$ cat src/rtl/rbc_pkg.sv
package rbc_pkg;
   typedef enum logic [1:0] {
      PH_IDLE     = 2'd0,
      PH_CONFIRM  = 2'd1,
      PH_HOLD     = 2'd2,
      PH_RELEASE  = 2'd3
   } rbc_phase_t;
endpackage

$ cat src/rtl/rbc_sync.sv
module rbc_sync #(
   parameter int STAGES = 2
) (
   input  logic clk,
   input  logic rst_n,
   input  logic d_async,
   output logic q_sync
);
   logic [STAGES-1:0] chain;

   generate
      for (genvar i = 0; i < STAGES; i++) begin : g_stage
         if (i == 0) begin : g_first
            always_ff @(posedge clk or negedge rst_n)
               if (!rst_n) chain[0] <= 1'b0;
               else        chain[0] <= d_async;
         end else begin : g_next
            always_ff @(posedge clk or negedge rst_n)
               if (!rst_n) chain[i] <= 1'b0;
               else        chain[i] <= chain[i-1];
         end
      end
   endgenerate

   assign q_sync = chain[STAGES-1];
endmodule

$ cat src/rtl/rbc_fsm.sv
module rbc_fsm
   import rbc_pkg::*;
#(
   parameter int DEB_TICKS  = 5,
   parameter int LONG_TICKS = 20,
   localparam int MAX_TICKS = (DEB_TICKS > LONG_TICKS) ? DEB_TICKS : LONG_TICKS,
   localparam int CNT_W     = $clog2(MAX_TICKS + 1)
) (
   input  logic clk,
   input  logic rst_n,
   input  logic tick,
   input  logic btn_lvl,
   output logic decide
);
   localparam logic [CNT_W-1:0] DEB_LAST  = CNT_W'(DEB_TICKS - 1);
   localparam logic [CNT_W-1:0] LONG_LAST = CNT_W'(LONG_TICKS - 1);

   rbc_phase_t       phase;
   logic [CNT_W-1:0] cnt;
   logic             btn_prev;
   logic             press_edge;

   assign press_edge = btn_lvl & ~btn_prev;
   assign decide     = (phase == PH_HOLD) && tick && (cnt == LONG_LAST);

   always_ff @(posedge clk or negedge rst_n) begin
      if (!rst_n) begin
         phase    <= PH_IDLE;
         cnt      <= '0;
         btn_prev <= 1'b0;
      end else begin
         btn_prev <= btn_lvl;
         unique case (phase)
            PH_IDLE: begin
               if (press_edge) begin
                  phase <= PH_CONFIRM;
                  cnt   <= '0;
               end
            end
            PH_CONFIRM: begin
               if (tick) begin
                  if (cnt == DEB_LAST) begin
                     phase <= btn_lvl ? PH_HOLD : PH_IDLE;
                     cnt   <= '0;
                  end else begin
                     cnt <= cnt + 1'b1;
                  end
               end
            end
            PH_HOLD: begin
               if (tick) begin
                  if (cnt == LONG_LAST) phase <= PH_RELEASE;
                  else                  cnt   <= cnt + 1'b1;
               end
            end
            PH_RELEASE: begin
               if (!btn_lvl) phase <= PH_IDLE;
            end
            default: phase <= PH_IDLE;
         endcase
      end
   end
endmodule

$ cat src/rtl/rbc_mode_latch.sv
module rbc_mode_latch (
   input  logic clk,
   input  logic rst_n,
   input  logic set_req,
   input  logic clr_req,
   output logic q,
   output logic nvram_cs_n,
   output logic rom_cs_n
);
   always_ff @(posedge clk or negedge rst_n) begin
      if (!rst_n)       q <= 1'b0;
      else if (set_req) q <= 1'b1;
      else if (clr_req) q <= 1'b0;
   end

   assign nvram_cs_n = q;
   assign rom_cs_n   = ~q;
endmodule

$ cat src/rtl/rbc_classifier.sv
module rbc_classifier #(
   parameter int SYNC_STAGES = 2,
   parameter int DEB_TICKS   = 5,
   parameter int LONG_TICKS  = 20
) (
   input  logic clk,
   input  logic rst_n,
   input  logic tick,
   input  logic btn_pressed,
   input  logic fw_clear,
   output logic reboot_pulse,
   output logic defaults_q,
   output logic nvram_cs_n,
   output logic rom_cs_n
);
   initial begin
      if (SYNC_STAGES < 2) $error("SYNC_STAGES must be at least 2");
      if (DEB_TICKS < 1)   $error("DEB_TICKS must be at least 1");
      if (LONG_TICKS < 1)  $error("LONG_TICKS must be at least 1");
   end

   logic btn_lvl;
   logic decide;

   rbc_sync #(.STAGES(SYNC_STAGES)) u_sync (
      .clk     (clk),
      .rst_n   (rst_n),
      .d_async (btn_pressed),
      .q_sync  (btn_lvl)
   );

   rbc_fsm #(.DEB_TICKS(DEB_TICKS), .LONG_TICKS(LONG_TICKS)) u_fsm (
      .clk     (clk),
      .rst_n   (rst_n),
      .tick    (tick),
      .btn_lvl (btn_lvl),
      .decide  (decide)
   );

   rbc_mode_latch u_latch (
      .clk        (clk),
      .rst_n      (rst_n),
      .set_req    (decide & btn_lvl),
      .clr_req    (fw_clear),
      .q          (defaults_q),
      .nvram_cs_n (nvram_cs_n),
      .rom_cs_n   (rom_cs_n)
   );

   always_ff @(posedge clk or negedge rst_n) begin
      if (!rst_n) reboot_pulse <= 1'b0;
      else        reboot_pulse <= decide;
   end
endmodule

$ cat config.mk
export PLATFORM = sky130hd
export DESIGN_NAME = rbc_classifier
export DESIGN_NICKNAME = d
export VERILOG_FILES = /design/src/rtl/rbc_pkg.sv /design/src/rtl/rbc_sync.sv /design/src/rtl/rbc_fsm.sv /design/src/rtl/rbc_mode_latch.sv /design/src/rtl/rbc_classifier.sv
export SDC_FILE = /design/constraint.sdc
export NUM_CORES = 1
export LEC_CHECK = 0
export CAP_MARGIN = 10
export CELL_PAD_IN_SITES_DETAIL_PLACEMENT = 1
export CELL_PAD_IN_SITES_GLOBAL_PLACEMENT = 1
export CORE_MARGIN = 2
export CORE_UTILIZATION = 44
export CTS_BUF_LIST = sky130_fd_sc_hd__clkbuf_2 sky130_fd_sc_hd__clkbuf_4 sky130_fd_sc_hd__clkbuf_8
export DETAILED_ROUTE_END_ITERATION = 16
export PLACE_DENSITY = 0.86
export SLEW_MARGIN = 20
export SYNTH_ARGS = -nofsm -noshare
export SYNTH_HDL_FRONTEND = slang
export SYNTH_SLANG_ARGS = --single-unit
$ cat constraint.sdc
create_clock -name clk -period 4.1 [get_ports clk]
set_input_delay 0.82 -clock clk [delete_from_list [all_inputs] [get_ports clk]]
set_output_delay 0.82 -clock clk [all_outputs]
set_load 0.01 [all_outputs]
==> qor.csv <==
metric,value,unit
gr-total-overflow,0,
drt-initial-drc-count,6,
yosysSeqAreaShare,41.9,%
critPathLaunchType,flop,
io_buffer_count,8,
yosys_warnings,0,
grt_max_degree,13,
p_leak,0.000374,uW
layout-drive-gt1-share,8.97,%
finalCritPeriodShare,51.0,%
ys_types,26,
first_pass_iters,2,
yosys.cell_count.top_type,dfrtp_1,
total_power,465,uW
ys_ff_latch,12,
routedWlPerCell,16.2,um
grt_pass1_vias,588,
core_area,1520,um2
synth_common_cells,"dfrtp_1, ha_1, inv_1",
vias,541,
tightestPinTransition,0.528,ns
syn-num-nets,80,
hold_viol,0,
syn_to_final_growth,18.0,%
syn_avg_cell_area,10.7,um2
routed_wl,1.52,mm
dp.final_hpwl,1.19,mm
postCtsSetupBuffers,0,
area.sequential,300,um2
status,"complete, no violations",
drv_cap,0,
rsz0062_at_grt,no,
setup_tns,0,ns
die_height,44.4,um
syn-instance-count,67,
nFillCells,168,
antenna_found_initial,0,
period_needed,2.09,ns
post-synth-top-area-cell,dfrtp_1,
end_kind,primary output,
gp_congestion,0.793,
cts-resized-gates,0,
core.rowCount,14,
cts_hold_buffers,0,
ir_worst_vdd,0.000268,V
required,3.28,ns
synth_edf_count,0,
arrival,1.27,ns
grt_pass1_wl,2.72,mm
setup_viol,0,
postSynth.asyncResetShare,100,%
power.density,549,nW/um2
fmax,0.478,GHz
ios,9,
start_util,47.0,%
grt_use_total,19.8,%
dieArea,1970,um2
cts_sinks,12,
htreeDepth,1,
drcViolationCount,0,
cts_made_buffers,3,
clock-root-buffer,clkbuf_4,
cts_tree,built,
finClkSkew,0.00174,ns
antenna_cells,0,
hold_path.class,reg -> reg,
crit_fanout,3,
die_w,44.4,um
path_class,reg -> out,
synth_area,717,um2
ant_nets,0,
synthFlopType,dfrtp_1,
clock_latency,0.27,ns
maxSlewViolCount,0,
synth_area_leaders,"dfrtp_1, ha_1, mux2i_1",
cts.path.max_buffers,2,
avgViaCountPerCell,5.76,
relSlewSlack,64.7,%
nNetsFinal,92,
multiInputGateArea,379,um2
netlist.area_leader.share,41.9,%
cts.clk_slew.worst_paths,0.07,ns
## path summary, 6_finish.rpt
path / from / endpoint / slack, ns / depth (start not counted)
max in group asynchronous: rst_n / u_fsm.cnt[4] / 2.86 / 1
worst max register to register: u_fsm.phase[0] / u_fsm.cnt[4] / 2.34 / 6
worst min register to register: u_sync.chain[0] / u_sync.q_sync / 0.36 / 0
worst min-delay path: u_sync.chain[0] / u_sync.q_sync / 0.36 / 0
min in group asynchronous: rst_n / reboot_pulse / 0.89 / 1
worst max-delay path: u_latch.nvram_cs_n / rom_cs_n / 2.01 / 2
## area by class of cell
| cell class | count | area share, % |
|---|---|---|
| clock buffers | 4 | 4.29 |
| inverters | 8 | 3.55 |
| multi-input cells | 46 | 44.8 |
| flip-flops and latches | 12 | 35.5 |
| well taps | 16 | 2.37 |
| repair buffers | 8 | 9.47 |
## cells by family after synthesis
kind of cell | after synthesis | synth area share [%]
multiplexers | 3 | 4.19
AO/OA/AOI/OAI | 16 | 18.0
buffers and inverters | 9 | 5.24
adder cells (fa/ha/maj) | 8 | 14.0
flip-flops | 12 | 41.9
AND/OR/NAND/NOR | 19 | 16.8
## routing by layer
layer,track usage [%],routed length (um),vias to the layer above
met3,6.12,68,2
met4,5.45,13,0
met5,0,0,-
met1,23.6,668,265
met2,34.4,769,11
li1,-,-,263
## sequential cells by signal, summed over array words and instances (netlist names), named ones only
name,cells
u_fsm.cnt,5
reboot_pulse,1
u_fsm.btn_prev,1
u_fsm.phase,1
u_latch.nvram_cs_n,1
u_sync.chain,1
u_sync.q_sync,1
## metrics by stage
stage / hold WS (ns) / utilization, % / instance area, um2 / std cells / setup WS (ns)
floorplan: 0.331 / - / 717 / 67 / 2.54
global placement: 0.339 / 53.1 / 810 / 90 / 2.02
detailed placement: 0.344 / 53.1 / 810 / 90 / 1.96
CTS: 0.362 / 55.5 / 846 / 94 / 1.98
global route: 0.382 / 55.5 / 846 / 94 / 1.94
finish: 0.359 / 55.5 / 846 / 94 / 2.01
## worst max-delay path: stages (launching register included)
cell             delay (ns)
dfrtp_1                0.39
inv_1                  0.08
clkdlybuf4s50_1        0.53
## cells in the final DEF, fill, tap and decap left out, drive strengths merged, types with 2 or more instances in the layout
master / instances
and2: 2
and3: 2
clkbuf: 4
clkdlybuf4s50: 8
dfrtp: 12
ha: 8
inv: 8
mux2i: 3
nand2: 3
nand2b: 2
nand3: 2
nand4: 2
nand4bb: 2
nor2: 2
o211ai: 3
o21ai: 4
o2bb2ai: 3
## where the power goes
group	switching [uW]	internal, uW
Combinational	129	87.2
Sequential	19.0	138
Clock	37.8	54.0
Power figures use the tool's default switching activity.
